### config.mk
export PLATFORM = sky130hd
export DESIGN_NAME = nor_erase_seq
export DESIGN_NICKNAME = d
export VERILOG_FILES = /design/src/rtl/nes_pkg.sv /design/src/rtl/nes_cmd_table.sv /design/src/rtl/nes_bus_cycle.sv /design/src/rtl/nes_poll_judge.sv /design/src/rtl/nor_erase_seq.sv
export SDC_FILE = /design/constraint.sdc
export NUM_CORES = 1
export LEC_CHECK = 0
export ABC_AREA = 1
export BUFFER_PORTS_ARGS = -buffer_cell sky130_fd_sc_hd__buf_2
export CAP_MARGIN = 10
export CORE_AREA = 3 3 142 144
export CTS_BUF_LIST = sky130_fd_sc_hd__clkbuf_2 sky130_fd_sc_hd__clkbuf_4 sky130_fd_sc_hd__clkbuf_8
export CTS_CLUSTER_SIZE = 28
export DETAILED_ROUTE_END_ITERATION = 8
export DIE_AREA = 0 0 145 147
export PLACE_DENSITY = 0.51
export SLEW_MARGIN = 30
export SYNTH_ARGS = -nofsm -noshare
export SYNTH_HDL_FRONTEND = slang
export SYNTH_SLANG_ARGS = --single-unit
### constraint.sdc
create_clock -name clk -period 3.4 [get_ports clk]
set_input_delay 0.68 -clock clk [delete_from_list [all_inputs] [get_ports clk]]
set_output_delay 0.68 -clock clk [all_outputs]
set_load 0.03 [all_outputs]
### src/rtl/nes_pkg.sv
// Package for the NOR erase sequencer.
// Holds command constants, the controller state type and the
// function that maps a command step to its offset and data.
// Assumes an 8-bit device data bus.
package nes_pkg;

    localparam logic [7:0]  CMD_KEY_A  = 8'hAA;
    localparam logic [7:0]  CMD_KEY_B  = 8'h55;
    localparam logic [7:0]  CMD_SETUP  = 8'h80;
    localparam logic [7:0]  CMD_CHIP   = 8'h10;
    localparam logic [7:0]  CMD_SECTOR = 8'h30;
    localparam logic [7:0]  CMD_RESET  = 8'hF0;
    localparam logic [11:0] OFS_HI     = 12'h555;
    localparam logic [11:0] OFS_LO     = 12'h2AA;
    localparam logic [2:0]  STEP_LAST  = 3'd5;
    localparam logic [2:0]  STEP_RESET = 3'd6;

    typedef enum logic [2:0] {
        ST_IDLE,
        ST_CMD,
        ST_POLL,
        ST_RECHECK,
        ST_RESET
    } seq_state_t;

    typedef struct packed {
        logic        at_sector;
        logic [11:0] offset;
        logic [7:0]  data;
    } cmd_word_t;

    // Offset and data for one command step; step 6 is the reset write.
    function automatic cmd_word_t cmd_word(input logic [2:0] step, input logic whole);
        cmd_word_t w;
        w.at_sector = 1'b0;
        w.offset    = OFS_HI;
        w.data      = CMD_RESET;
        case (step)
            3'd0: begin w.offset = OFS_HI; w.data = CMD_KEY_A; end
            3'd1: begin w.offset = OFS_LO; w.data = CMD_KEY_B; end
            3'd2: begin w.offset = OFS_HI; w.data = CMD_SETUP; end
            3'd3: begin w.offset = OFS_HI; w.data = CMD_KEY_A; end
            3'd4: begin w.offset = OFS_LO; w.data = CMD_KEY_B; end
            3'd5: begin
                if (whole) begin
                    w.offset = OFS_HI;
                    w.data   = CMD_CHIP;
                end else begin
                    w.at_sector = 1'b1;
                    w.offset    = 12'h000;
                    w.data      = CMD_SECTOR;
                end
            end
            default: begin w.offset = 12'h000; w.data = CMD_RESET; end
        endcase
        return w;
    endfunction

endpackage

### src/rtl/nes_cmd_table.sv
// Command table: turns a step number into a bus address and data byte.
// Purely combinational. Assumes ADDR_W >= 12 so offsets fit.
module nes_cmd_table #(
    parameter int ADDR_W = 20
) (
    input  logic [2:0]        step_i,
    input  logic              whole_i,
    input  logic [ADDR_W-1:0] base_i,
    input  logic [ADDR_W-1:0] sector_i,
    output logic [ADDR_W-1:0] addr_o,
    output logic [7:0]        data_o
);
    import nes_pkg::*;

    cmd_word_t word;

    // Look up the step and form the absolute address.
    always_comb begin
        word   = cmd_word(step_i, whole_i);
        data_o = word.data;
        if (word.at_sector)
            addr_o = sector_i;
        else
            addr_o = base_i + ADDR_W'(word.offset);
    end

endmodule

### src/rtl/nes_bus_cycle.sv
// Bus-cycle engine: runs one write or read cycle per request.
// Address and data are registered on the request and held.
// The strobe lasts WR_PULSE or RD_PULSE clocks. One gap clock follows,
// in which ack_o pulses and, for reads, rdata_o is valid.
// Assumes req_i is raised only while ready_o is 1.
module nes_bus_cycle #(
    parameter int ADDR_W   = 20,
    parameter int WR_PULSE = 3,
    parameter int RD_PULSE = 2
) (
    input  logic              clk,
    input  logic              rst_n,
    input  logic              req_i,
    input  logic              rd_i,
    input  logic [ADDR_W-1:0] addr_i,
    input  logic [7:0]        wdata_i,
    input  logic [7:0]        fl_dq_i,
    output logic              ready_o,
    output logic              ack_o,
    output logic [7:0]        rdata_o,
    output logic [ADDR_W-1:0] fl_addr_o,
    output logic [7:0]        fl_dq_o,
    output logic              fl_we_o,
    output logic              fl_oe_o
);
    localparam int MAX_PULSE = (WR_PULSE > RD_PULSE) ? WR_PULSE : RD_PULSE;
    localparam int CNT_W     = $clog2(MAX_PULSE + 1);
    localparam logic [CNT_W-1:0] WR_LIM = CNT_W'(WR_PULSE);
    localparam logic [CNT_W-1:0] RD_LIM = CNT_W'(RD_PULSE);

    typedef enum logic [1:0] {PH_IDLE, PH_STROBE, PH_GAP} phase_t;

    phase_t           phase;
    logic [CNT_W-1:0] cnt;
    logic             is_rd;
    logic [CNT_W-1:0] limit;

    // Pick the strobe length of the cycle in flight.
    always_comb limit = is_rd ? RD_LIM : WR_LIM;

    // Sequence one bus cycle and capture read data.
    always_ff @(posedge clk) begin
        if (!rst_n) begin
            phase     <= PH_IDLE;
            cnt       <= '0;
            is_rd     <= 1'b0;
            fl_addr_o <= '0;
            fl_dq_o   <= '0;
            fl_we_o   <= 1'b0;
            fl_oe_o   <= 1'b0;
            rdata_o   <= '0;
        end else begin
            case (phase)
                PH_IDLE: begin
                    if (req_i) begin
                        fl_addr_o <= addr_i;
                        fl_dq_o   <= rd_i ? 8'h00 : wdata_i;
                        is_rd     <= rd_i;
                        fl_we_o   <= !rd_i;
                        fl_oe_o   <= rd_i;
                        cnt       <= CNT_W'(1);
                        phase     <= PH_STROBE;
                    end
                end
                PH_STROBE: begin
                    if (cnt == limit) begin
                        fl_we_o <= 1'b0;
                        fl_oe_o <= 1'b0;
                        if (is_rd)
                            rdata_o <= fl_dq_i;
                        phase <= PH_GAP;
                    end else begin
                        cnt <= cnt + CNT_W'(1);
                    end
                end
                default: phase <= PH_IDLE;
            endcase
        end
    end

    assign ready_o = (phase == PH_IDLE);
    assign ack_o   = (phase == PH_GAP);

endmodule

### src/rtl/nes_poll_judge.sv
// Poll judge: classifies each status read and counts poll reads.
// complete_o: bit 7 matches the erased value 1.
// limit_o: bit 5 (device time limit) is set.
// last_o: the current read is the POLL_LIMIT-th since clear.
module nes_poll_judge #(
    parameter int POLL_LIMIT = 70000
) (
    input  logic       clk,
    input  logic       rst_n,
    input  logic       clr_i,
    input  logic       sample_i,
    input  logic [7:0] status_i,
    output logic       complete_o,
    output logic       limit_o,
    output logic       last_o
);
    localparam int CNT_W = $clog2(POLL_LIMIT + 1);
    localparam logic [7:0]       EXPECT   = 8'hFF;
    localparam logic [7:0]       DONE_BIT = 8'h80;
    localparam logic [7:0]       TIME_BIT = 8'h20;
    localparam logic [CNT_W-1:0] LAST_IDX = CNT_W'(POLL_LIMIT - 1);

    logic [CNT_W-1:0] reads;

    // Compare status bits against the expected erased byte.
    always_comb begin
        complete_o = ((status_i ^ EXPECT) & DONE_BIT) == 8'h00;
        limit_o    = (status_i & TIME_BIT) != 8'h00;
        last_o     = (reads == LAST_IDX);
    end

    // Count poll reads in the current operation.
    always_ff @(posedge clk) begin
        if (!rst_n || clr_i)
            reads <= '0;
        else if (sample_i && !last_o)
            reads <= reads + CNT_W'(1);
    end

endmodule

### src/rtl/nor_erase_seq.sv
// NOR erase sequencer top. Accepts a start pulse, sends the six-cycle
// erase command, polls status with a time-limit recheck and a read cap,
// writes the reset command, then pulses done or error.
// Assumes ADDR_W >= 12, WR_PULSE >= 1, RD_PULSE >= 1, POLL_LIMIT >= 1.
module nor_erase_seq #(
    parameter int ADDR_W     = 20,
    parameter int WR_PULSE   = 3,
    parameter int RD_PULSE   = 2,
    parameter int POLL_LIMIT = 70000
) (
    input  logic              clk,
    input  logic              rst_n,
    input  logic              start_i,
    input  logic              erase_all_i,
    input  logic [ADDR_W-1:0] sector_addr_i,
    input  logic [ADDR_W-1:0] base_addr_i,
    output logic              busy_o,
    output logic              done_o,
    output logic              error_o,
    output logic [ADDR_W-1:0] fl_addr_o,
    output logic [7:0]        fl_dq_o,
    input  logic [7:0]        fl_dq_i,
    output logic              fl_we_o,
    output logic              fl_oe_o
);
    import nes_pkg::*;

    seq_state_t        state;
    logic [2:0]        step;
    logic              whole_q;
    logic [ADDR_W-1:0] base_q;
    logic [ADDR_W-1:0] sector_q;
    logic              issued;
    logic              fail_q;

    logic              eng_req, eng_rd, eng_ready, eng_ack;
    logic [ADDR_W-1:0] eng_addr, tbl_addr;
    logic [7:0]        tbl_data, eng_rdata;
    logic [2:0]        tbl_step;
    logic              st_complete, st_limit, st_last;
    logic              accept, issuing;

    // Decide when a new bus cycle is requested and what it carries.
    always_comb begin
        accept   = (state == ST_IDLE) && start_i;
        issuing  = (state != ST_IDLE);
        eng_rd   = (state == ST_POLL) || (state == ST_RECHECK);
        eng_req  = issuing && eng_ready && !issued;
        tbl_step = (state == ST_RESET) ? STEP_RESET : step;
        eng_addr = eng_rd ? (whole_q ? base_q : sector_q) : tbl_addr;
    end

    nes_cmd_table #(.ADDR_W(ADDR_W)) u_table (
        .step_i   (tbl_step),
        .whole_i  (whole_q),
        .base_i   (base_q),
        .sector_i (sector_q),
        .addr_o   (tbl_addr),
        .data_o   (tbl_data)
    );

    nes_bus_cycle #(
        .ADDR_W   (ADDR_W),
        .WR_PULSE (WR_PULSE),
        .RD_PULSE (RD_PULSE)
    ) u_bus (
        .clk       (clk),
        .rst_n     (rst_n),
        .req_i     (eng_req),
        .rd_i      (eng_rd),
        .addr_i    (eng_addr),
        .wdata_i   (tbl_data),
        .fl_dq_i   (fl_dq_i),
        .ready_o   (eng_ready),
        .ack_o     (eng_ack),
        .rdata_o   (eng_rdata),
        .fl_addr_o (fl_addr_o),
        .fl_dq_o   (fl_dq_o),
        .fl_we_o   (fl_we_o),
        .fl_oe_o   (fl_oe_o)
    );

    nes_poll_judge #(.POLL_LIMIT(POLL_LIMIT)) u_judge (
        .clk        (clk),
        .rst_n      (rst_n),
        .clr_i      (accept),
        .sample_i   (eng_ack && (state == ST_POLL)),
        .status_i   (eng_rdata),
        .complete_o (st_complete),
        .limit_o    (st_limit),
        .last_o     (st_last)
    );

    // Operation state machine and result pulses.
    always_ff @(posedge clk) begin
        if (!rst_n) begin
            state    <= ST_IDLE;
            step     <= '0;
            whole_q  <= 1'b0;
            base_q   <= '0;
            sector_q <= '0;
            issued   <= 1'b0;
            fail_q   <= 1'b0;
            done_o   <= 1'b0;
            error_o  <= 1'b0;
        end else begin
            done_o  <= 1'b0;
            error_o <= 1'b0;
            if (eng_req)
                issued <= 1'b1;
            else if (eng_ack)
                issued <= 1'b0;
            case (state)
                ST_IDLE: begin
                    if (start_i) begin
                        whole_q  <= erase_all_i;
                        base_q   <= base_addr_i;
                        sector_q <= sector_addr_i;
                        step     <= '0;
                        fail_q   <= 1'b0;
                        state    <= ST_CMD;
                    end
                end
                ST_CMD: begin
                    if (eng_ack) begin
                        if (step == STEP_LAST)
                            state <= ST_POLL;
                        else
                            step <= step + 3'd1;
                    end
                end
                ST_POLL: begin
                    if (eng_ack) begin
                        if (st_complete) begin
                            state <= ST_RESET;
                        end else if (st_limit) begin
                            state <= ST_RECHECK;
                        end else if (st_last) begin
                            fail_q <= 1'b1;
                            state  <= ST_RESET;
                        end
                    end
                end
                ST_RECHECK: begin
                    if (eng_ack) begin
                        fail_q <= !st_complete;
                        state  <= ST_RESET;
                    end
                end
                ST_RESET: begin
                    if (eng_ack) begin
                        done_o  <= !fail_q;
                        error_o <= fail_q;
                        state   <= ST_IDLE;
                    end
                end
                default: state <= ST_IDLE;
            endcase
        end
    end

    assign busy_o = (state != ST_IDLE);

endmodule

### Word-level counts from Yosys, hierarchy flattened

Cells that the tools add are included.

* bits in registers: 111

* add/sub/neg operators: 4
* equal/unequal tests: 28
* mux-type cells: 43
* bitwise operators: 1
* reduce and logical (&&, ||, !) cells: 34

Operator list (count)
* case mux 20 bit (4 select lines): 1
* two-way mux 20 bit: 3
* two-way mux 3 bit: 13
* != test 2 bit, second input constant: 11
* adder 20 x 12 -> 20 bit: 1
* two-way mux 19 bit: 1
* adder 17 x 1 -> 17 bit, second input constant: 1
* equality test 17 bit, second input constant: 1
* case mux 3 bit (5 select lines): 1
* two-way mux 1 bit: 14
* AND reduction 7 bit: 2
* equality test 3 x 2 -> 1 bit, second input constant: 4
* equality test 3 bit, second input constant: 4
* AND reduction 3 bit: 4
* logical NOT 8 bit: 1
* two-way mux 8 bit: 1
* NOT 8 bit: 1
* case mux 2 bit (2 select lines): 2
* equality test 3 x 1 -> 1 bit, second input constant: 2
* logical NOT 1 bit: 6
* logical NOT 3 bit: 2
* two-way mux 2 bit: 3
* case mux 3 bit (2 select lines): 1
* AND reduction 2 bit: 3
* other kinds (16): 27

### Logic depth before layout (Yosys ltp)

Gate-level depths: netlist of run 1.

* word-level depth: 8
* mapped depth: 21

### Cells and area by module

From an unflattened synthesis of run 1, not the netlist that was laid out.

* cell total of the unflattened synthesis: 972
* area total of the unflattened synthesis: 6431.2 µm²

By module, submodules not included
* nor_erase_seq: instances 1, cells an instance 374, area an instance 2605.0 µm², sequential area each 1021.0 µm²
* nes_bus_cycle: instances 1, cells an instance 192, area an instance 1590.3 µm², sequential area each 860.8 µm²
* nes_cmd_table: instances 1, cells an instance 261, area an instance 1262.5 µm², sequential area each 0.0 µm²
* nes_poll_judge: instances 1, cells an instance 145, area an instance 973.4 µm², sequential area each 340.3 µm²

### Least setup slack after synthesis of run 1

OpenSTA, ideal clock, no wires.

* path type: register -> register
* start: reg state[0]
* end: reg u_bus.fl_addr_o[16]
* arrival: 2.693 ns
* setup slack: 0.638 ns
* cell stages (with the launch flop): 20
* buffers on the path: 0
* clock period less this slack: 2.762 ns
* cell sequence: dfxtp_1 inv_2 nand2_4 nor2_4 nor2_1 inv_1 o31ai_1 ha_1 inv_1 fa_1 nand3b_1 nand2_1 nand2_1 nand2_1 nand2_1 nand2_1 nand3_1 nand3_1 nand2_1 a21oi_1

* cells in the longest elaborated chain, start to end: 8
* elaborated cells between the ends (all ways): 22
* classes of those cells: add/sub (1); eq/ne (8); mux (5); reduce/logical (8)

Ends and longest elaborated chain
* start: declaration: RTL line nor_erase_seq.sv:28 `seq_state_t state;`
* start signal: assignment: RTL line nor_erase_seq.sv:97 `state <= ST_IDLE;`
* start signal: assignment: RTL line nor_erase_seq.sv:121 `state <= ST_CMD;`
* start signal: assignment: RTL line nor_erase_seq.sv:127 `state <= ST_POLL;`
* equality test 3 bit: RTL line nor_erase_seq.sv:49 `tbl_step = (state == ST_RESET) ? STEP_RESET : step;`
* two-way mux 3 bit: RTL line nor_erase_seq.sv:49
* equality test 3 x 1 -> 1 bit, or another cell as far along: RTL line nes_pkg.sv:38 `case (step)`
* OR reduction 2 bit (no line)
* case mux 20 bit (4 select lines): RTL line nes_pkg.sv:38
* adder 20 x 12 -> 20 bit: RTL line nes_cmd_table.sv:24 `addr_o = base_i + ADDR_W'(word.offset);`
* two-way mux 20 bit: RTL line nes_cmd_table.sv:21 `if (word.at_sector)`
* two-way mux 20 bit: RTL line nor_erase_seq.sv:50 `eng_addr = eng_rd ? (whole_q ? base_q : sector_q) : tbl_addr;`
* end signal: assignment: RTL line nes_bus_cycle.sv:56 `fl_addr_o <= addr_i;`
* end: declaration: RTL line nes_bus_cycle.sv:21 `output logic [ADDR_W-1:0] fl_addr_o,`

Several ways; a longest one is shown, not always the timed one.
A chain may end at the register's enable or synchronous reset.

### Worst setup path in the final report of run 1

Same ends and word-level chain as after synthesis.

==> results of run 1 <==
## metrics by stage
step | std cells | util | cell area (µm²)
2_1_floorplan | 826 | - | 5690
3_3_place_gp | 1128 | 0.331 | 6230
3_5_place_dp | 1128 | 0.331 | 6230
4_1_cts | 1144 | 0.342 | 6440
5_1_grt | 1144 | 0.342 | 6440
6_report | 1144 | 0.342 | 6440
## report_power, final
part	switching (µW)	internal (µW)
Combinational	1530	700
Clock	483	373
Sequential	185	1490
## cell families after synthesis
| kind of cell | synth area share |
|---|---|
| AOI/OAI and AO/OA | 0.235 |
| buffers and inverters | 0.104 |
| and+or+nand+nor | 0.239 |
| xor gates and xnor gates | 0.0262 |
| adders and majority gates | 0.0343 |
| DFF | 0.362 |
## flip-flops by register name, summed over array words and instances, names as in the netlist
register,cells
fail_q,1
u_bus.rdata_o,2
u_bus.fl_addr_o,20
base_q,20
u_bus.fl_oe_o,1
u_bus.fl_dq_o,6
step,3
state,3
error_o,1
issued,1
done_o,1
u_bus.phase,2
u_bus.fl_we_o,1
u_bus.cnt,2
sector_q,20
u_judge.reads,17
whole_q,1
u_bus.is_rd,1
## worst reg2reg max path, cell delays in order, from the launching register on
cell      delay (ns)
dfxtp_1         0.38
inv_2           0.08
nand2_4         0.10
nor2_4          0.06
nor2_1          0.12
inv_1           0.05
o31ai_1         0.33
ha_1            0.25
inv_1           0.06
fa_1            0.42
nand3b_1        0.19
nand2_1         0.10
nand2_1         0.06
nand2_1         0.14
nand2_1         0.09
nand2_1         0.09
nand3_1         0.07
nand3_1         0.09
nand2_1         0.07
a21oi_1         0.11
## worst min-delay path by stage
stage / startpoint / endpoint / slack [ns] / depth (start not counted)
after CTS: u_judge.reads[2] / u_judge.reads[2] / 0.47 / 2
after global routing: fail_q / done_o / 0.49 / 1
after detailed placement: fail_q / done_o / 0.45 / 1
after global placement: u_judge.reads[2] / u_judge.reads[2] / 0.46 / 2
final: u_judge.reads[2] / u_judge.reads[2] / 0.47 / 2
after floorplan: fail_q / done_o / 0.41 / 1
## cell usage in the layout, fill, tap and decap left out, types with 8 or more instances in the layout
cell,Yosys,final
a21oi_1,123,123
a21oi_2,11,11
buf_2,15,78
clkbuf_8,0,10
dfxtp_1,103,103
ha_1,14,14
inv_1,87,87
nand2_1,171,170
nand3_1,53,53
nand4_1,8,8
nor2_1,37,37
nor3_1,12,12
o21ai_0,83,83
o21ai_1,16,16
xor2_1,12,12
## layout make-up
cell class | instances | share of cell area
Multi-Input combinational cell | 587 | 0.473
Sequential cell | 103 | 0.320
Timing Repair Buffer | 84 | 0.0676
Inverter | 94 | 0.0552
Tap cell | 260 | 0.0505
Clock buffer | 10 | 0.0214
Clock inverter | 6 | 0.0117
## per-layer routing
| metal | track usage | vias up | routed length [µm] |
|---|---|---|---|
| li1 | - | 2858 | - |
| met1 | 0.202 | 2352 | 7860 |
| met2 | 0.240 | 101 | 6870 |
| met3 | 0.0302 | 11 | 682 |
| met4 | 0.0366 | 0 | 159 |
| met5 | 0 | - | 0 |
==> summary.md, run 1 <==
| Metric | Value |
|---|---|
| Worst path top cell family by delay | `simple AND/OR/NAND/NOR gates` |
| Distinct cells, synth | `48` |
| Post-CTS Setup Bufs | `0` |
| Most frequent cell after synthesis | `nand2_1` |
| Routed Antenna Nets | `0` |
| Total power | `4760 µW` |
| CP Cell Sequence | `inv_2 -> nand2_4 -> nor2_4 -> nor2_1 -> inv_1 -> o31ai_1 -> ha_1 -> inv_1 -> fa_1 -> nand3b_1 -> nand2_1 -> nand2_1 -> nand2_1 -> nand2_1 -> nand2_1 -> nand3_1 -> nand3_1 -> nand2_1 -> a21oi_1` |
| CTS Hold Bufs | `0` |
| Chip height | `147 µm` |
| Core area | `18800 µm²` |
| Cell at the slowest stage of the critical path | `fa_1` |
| CP max stage delay | `0.42 ns` |
| Num CTS Buffers | `9` |
| Achievable clock frequency | `344 MHz` |
| Dominant cell type by area after synthesis | `dfxtp_1` |
| Worst-skew pair later-pin latency | `0.39 ns` |
| First-pass GRT wire length | `25.8 mm` |
| Syn Area/Cell | `6.89 µm²` |
| Clk pin slew, worst setup/hold paths | `0.11 ns` |
| Slew at the pin closest to its max-slew limit | `0.746 ns` |
| Max Slew Vio Count | `0` |
| Detailed Route Iter0 Violations | `309` |
| Main synth FF type | `dfxtp_1` |
| Gr usage total | `0.147` |
| CP startpoint kind | `flop` |
| Setup ws final | `0.494 ns` |
| Residual DRC count | `0` |
| Post-DP HPWL | `11.2 mm` |
| R2R Setup Slk | `0.49 ns` |
| Top Ports | `85` |
| Top post-synthesis cells by area | `dfxtp_1 36%, nand2_1 11%, a21oi_1 11%` |
| Die ar. | `21300 µm²` |
| Clk_skew | `0.0116 ns` |
| Largest net degree at the start of global routing | `75` |
| Nets@finish | `946` |
| Clock Path Buffers | `2` |
| Setup TNS | `0 ns` |
| RSZ-0062 raised after global routing | `false` |
| Syn Std Cell Area | `5690 µm²` |
| CTS root buf | `clkbuf_8` |
| CP Max Fanout | `5` |
| Layout cells sized above 1 | `0.155` |
| 1st-pass router iterations | `4` |
| Worst EP required | `3.73 ns` |
| Worst min path class | `reg -> reg` |
| Top cells by count, synth | `171 x nand2_1, 123 x a21oi_1, 103 x dfxtp_1` |
| Hold_ws | `0.469 ns` |
| Synth Register Bits | `103` |
| Syn. warnings | `0` |
| Vias/cell | `4.65` |
| Final Hold Vio Count | `0` |
| Critical R2R Capture | `u_bus.fl_addr_o[16]` |
| Avg WL per Cell | `13.6 µm` |
| Synth-to-Final Area Change | `13.1%` |
| Critical path class | `reg -> reg` |
| Final min period | `2.91 ns` |
| Share of synthesized registers carrying an async set or reset | `0` |
| Critical Path Stages | `19` |
| Post-Syn Instances | `826` |
| RD Place Congestion | `0.838` |
| End point of the critical path | `u_bus.fl_addr_o[16]` |
| Setup violators final | `0` |
| DR vias | `5322` |
| # port buffers | `78` |
| Pwr Density | `740 nW/µm²` |
| Most frequent CP cell | `nand2_1` |
| Crit. End Element | `flop` |
| Dpl ws | `0.517 ns` |
| Total of max-cap violations | `0` |
| Top-area cell type share of the netlist area | `0.362` |
| Antenna violations before repair | `0` |
| Die width | `145 µm` |
| ANT cells | `0` |
| Detailed Route WL | `15.6 mm` |
| Status | `completed` |
| Syn nets | `893` |
| Max IR drop VDD | `0.268 mV` |
| Arrival time of the worst setup path | `3.24 ns` |
| Clock sinks | `103` |
| Slew HR | `0.502` |
| Fillers | `2103` |
| Static Leak | `0.00266 µW` |
| CP startpoint | `state[0]` |
| Register area share after synthesis | `0.362` |
| Global route overflow | `0` |
| Sequential standard cell area | `2060 µm²` |
| Reg2reg start | `state[0]` |
| Post-CTS resize count | `0` |
| CTS tree | `built` |
| Starting Density | `0.302` |
| Vias in the first global route | `5038` |
| Post-synth EDFFs | `0` |
| # rows | `50` |
| Area of the multi-input gates | `3050 µm²` |
| R2R depth | `19` |
| Tcrit/Tclk final | `0.855` |
| Crit path buffers/inverters | `3` |
| H-tree depth | `3` |
(Power assumes the default switching activity.)
==> inputs of run 2 (changes only) <==
Settings changed: PLACE_DENSITY 0.51 to unset.
==> run 2 against run 1 <==
Maximum frequency shrank 1.0%; register-to-register slack got worse by 0.03 ns; sequential power about the same; core utilization rose by 0.21 points; clock power rose by 10%; clock-buffer cell count shrank 1; non-clock buffer count increased by 1; sequential share of layout area is 0.19 points lower; hold slack improved by 0.0021 ns; critical path type unchanged; setup slack got worse by 0.030 ns; final cell count about the same.
==> summary.md, run 2 (synthesis results as in run 1) <==
| Metric | Value |
|---|---|
| Final Util | `0.344 (+0.00206)` |
| # rows | `50 (unchanged)` |
| Total of max-cap violations | `0 (unchanged)` |
| CP Cell Sequence | `inv_2 -> nand2_4 -> nor2_4 -> nor2_1 -> inv_1 -> o31ai_1 -> ha_1 -> inv_1 -> fa_1 -> nand3b_1 -> nand2_1 -> nand2_1 -> nand2_1 -> nand2_1 -> nand2_1 -> nand3_1 -> nand3_1 -> nand2_1 -> a21oi_1` |
| H-tree depth | `3 (unchanged)` |
| Power Internal | `2690 µW (+4.8%)` |
| Arrival time of the worst setup path | `3.26 ns (+0.02 ns)` |
| CTS tree | `built` |
| 1st-pass router iterations | `5 (+1)` |
| Worst min path class | `reg -> reg` |
| Final min period | `2.94 ns (+0.0296 ns)` |
| Residual DRC count | `0 (unchanged)` |
| Hold path depth | `2 (unchanged)` |
| Clock sinks | `103 (unchanged)` |
| CP Max Fanout | `5 (unchanged)` |
| ANT cells | `0 (unchanged)` |
| Clk network pwr share | `0.194 (+0.014)` |
| Post-CTS Setup Bufs | `0 (unchanged)` |
| Worst path top cell family by delay | `simple AND/OR/NAND/NOR gates` |
| Post-DP HPWL | `11.3 mm (+0.66%)` |
| Worst-skew pair later-pin latency | `0.39 ns (about the same)` |
| RD Place Congestion | `0.870 (+3.8%)` |
| Dpl ws | `0.494 ns (-0.0230 ns)` |
| Critical path class | `reg -> reg` |
| Antenna violations before repair | `0 (unchanged)` |
| Clock Path Buffers | `2 (unchanged)` |
| Sequential share of power | `0.344 (-0.008)` |
| HP Start | `u_judge.reads[2]` |
| Tcrit/Tclk final | `0.863 (+0.00869)` |
| Clk pin slew, worst setup/hold paths | `0.10 ns (about the same)` |
| Pwr Density | `752 nW/µm² (+1.6%)` |
| Setup violators final | `0 (unchanged)` |
| Top Ports | `85 (unchanged)` |
| Status | `completed` |
| DR vias | `5468 (+2.7%)` |
| Largest net degree at the start of global routing | `57 (-24%)` |
| Num CTS Buffers | `9 (unchanged)` |
| Cell at the slowest stage of the critical path | `fa_1` |
| Total power | `4870 µW (+2.2%)` |
| Core area | `18800 µm² (unchanged)` |
| Crit path buffers/inverters | `3 (unchanged)` |
| Worst EP required | `3.72 ns (about the same)` |
| Most frequent cells in the layout | `170 x nand2_1, 123 x a21oi_1, 103 x dfxtp_1` |
| Static Leak | `0.00268 µW (+0.71%)` |
| R2R depth | `19 (unchanged)` |
| Detailed Route Iter0 Violations | `380 (+23%)` |
| Reg2reg start | `state[0]` |
| Final Hold Vio Count | `0 (unchanged)` |
| Chip height | `147 µm (unchanged)` |
| CP max stage delay | `0.43 ns (about the same)` |
| Max IR drop VDD | `0.275 mV (+2.6%)` |
| CP startpoint kind | `flop` |
| Gate power share | `0.462 (-0.006)` |
| Nets@finish | `947 (+0.11%)` |
| Synth-to-Final Area Change | `13.8%` |
| Vias/cell | `4.78 (+2.7%)` |
| Vias in the first global route | `5101 (+1.3%)` |
| CTS Hold Bufs | `0 (unchanged)` |
| Detailed Route WL | `15.5 mm (-0.22%)` |
| Gr usage total | `0.146 (-0.00156)` |
| R2R Setup Slk | `0.46 ns (-0.03 ns)` |
| Achievable clock frequency | `341 MHz (-1.0%)` |
| Routed Antenna Nets | `0 (unchanged)` |
| CTS root buf | `clkbuf_8` |
| Biggest regs | `base_q (20), sector_q (20), u_bus.fl_addr_o (20)` |
| Slew at the pin closest to its max-slew limit | `0.733 ns (-0.0133 ns)` |
| Sw Pwr | `2180 µW (-0.85%)` |
| Max Slew Vio Count | `0 (unchanged)` |
| # port buffers | `78 (unchanged)` |
| Setup ws final | `0.464 ns (-0.0296 ns)` |
| RSZ-0062 raised after global routing | `false` |
| Global route overflow | `0 (unchanged)` |
| Starting Density | `0.302 (unchanged)` |
| Clk_skew | `0.0150 ns (+0.00342 ns)` |
| Die ar. | `21300 µm² (unchanged)` |
| Post-CTS resize count | `0 (unchanged)` |
| Setup TNS | `0 ns (unchanged)` |
| Fillers | `2066 (-1.8%)` |
| Layout cells sized above 1 | `0.156 (+0.000955)` |
| Slew HR | `0.511 (+0.00887)` |
| Worst Hold Path EP | `u_judge.reads[2]` |
| Most frequent CP cell | `nand2_1` |
| Commonest non-fill, non-tap cell in the layout | `nand2_1` |
| Crit. End Element | `flop` |
| Sw Ratio | `0.447 (-0.0139)` |
| Avg WL per Cell | `13.6 µm (-0.31%)` |
| First-pass GRT wire length | `25.7 mm (-0.24%)` |
| Critical R2R Capture | `u_bus.fl_addr_o[16]` |
| Die width | `145 µm (unchanged)` |
==> run 2: cell types whose count changed in the layout (fill, tap and decap cells not counted) <==
cell | before | now
buf_4 | 6 | 7
bufinv_16 | 1 | 3
clkbuf_8 | 10 | 9
clkinv_2 | 0 | 1
inv_6 | 2 | 1
inv_8 | 1 | 0
==> run 2: metrics by stage <==
stage,std cells,hold WS [ns],instance area (µm²)
after floorplan,826,0.412,5690
after global placement,1129,0.444,6230
after detailed placement,1129,0.445,6230
final,1145,0.471,6480
after CTS,1145,0.465,6480
after global routing,1145,0.475,6480
==> run 2: worst register-to-register path, stage by stage (launching register included) <==
cell,delay (ns)
dfxtp_1,0.39
inv_2,0.08
nand2_4,0.10
nor2_4,0.06
nor2_1,0.12
inv_1,0.05
o31ai_1,0.34
ha_1,0.25
inv_1,0.05
fa_1,0.43
nand3b_1,0.19
nand2_1,0.11
nand2_1,0.07
nand2_1,0.13
nand2_1,0.09
nand2_1,0.08
nand3_1,0.07
nand3_1,0.10
nand2_1,0.07
a21oi_1,0.11
==> run 2: area by class of cell <==
type                       instances  area, µm²  area share
clock buffer                       9        124      0.0191
inverter                          94        355      0.0548
timing repair buffer              85        443      0.0684
tap                              260        325      0.0502
multi-input combinational        587       3050       0.471
sequential                       103       2060       0.318
clock inverter                     7        120      0.0185
==> run 2: power by group through the flow <==
stage / clock, µW / sequential [µW] / combinational [µW]
3_3_place_gp: 0 / 1700 / 2220
4_1_cts: 973 / 1680 / 2260
6_report: 942 / 1680 / 2250
2_1_floorplan: 0 / 1830 / 1580
5_1_grt: 1030 / 1720 / 2540
3_5_place_dp: 0 / 1700 / 2250
==> run 2: worst max-delay path by stage <==
stage / slack, ns / startpoint / cells past startpoint / end
after global routing: 0.18 / state[0] / 19 / u_bus.fl_addr_o[16]
after CTS: 0.45 / state[0] / 19 / u_bus.fl_addr_o[16]
after floorplan: 0.64 / state[0] / 19 / u_bus.fl_addr_o[16]
after detailed placement: 0.49 / state[0] / 19 / u_bus.fl_addr_o[16]
after global placement: 0.55 / state[0] / 19 / u_bus.fl_addr_o[16]
final: 0.46 / state[0] / 19 / u_bus.fl_addr_o[16]
==> run 2: routing by layer <==
| metal | up-vias | wire length [µm] | track usage |
|---|---|---|---|
| li1 | 2842 | - | - |
| met1 | 2514 | 7730 | 0.199 |
| met2 | 100 | 7070 | 0.239 |
| met3 | 12 | 579 | 0.0299 |
| met4 | 0 | 159 | 0.0337 |
| met5 | - | 0 | 0 |
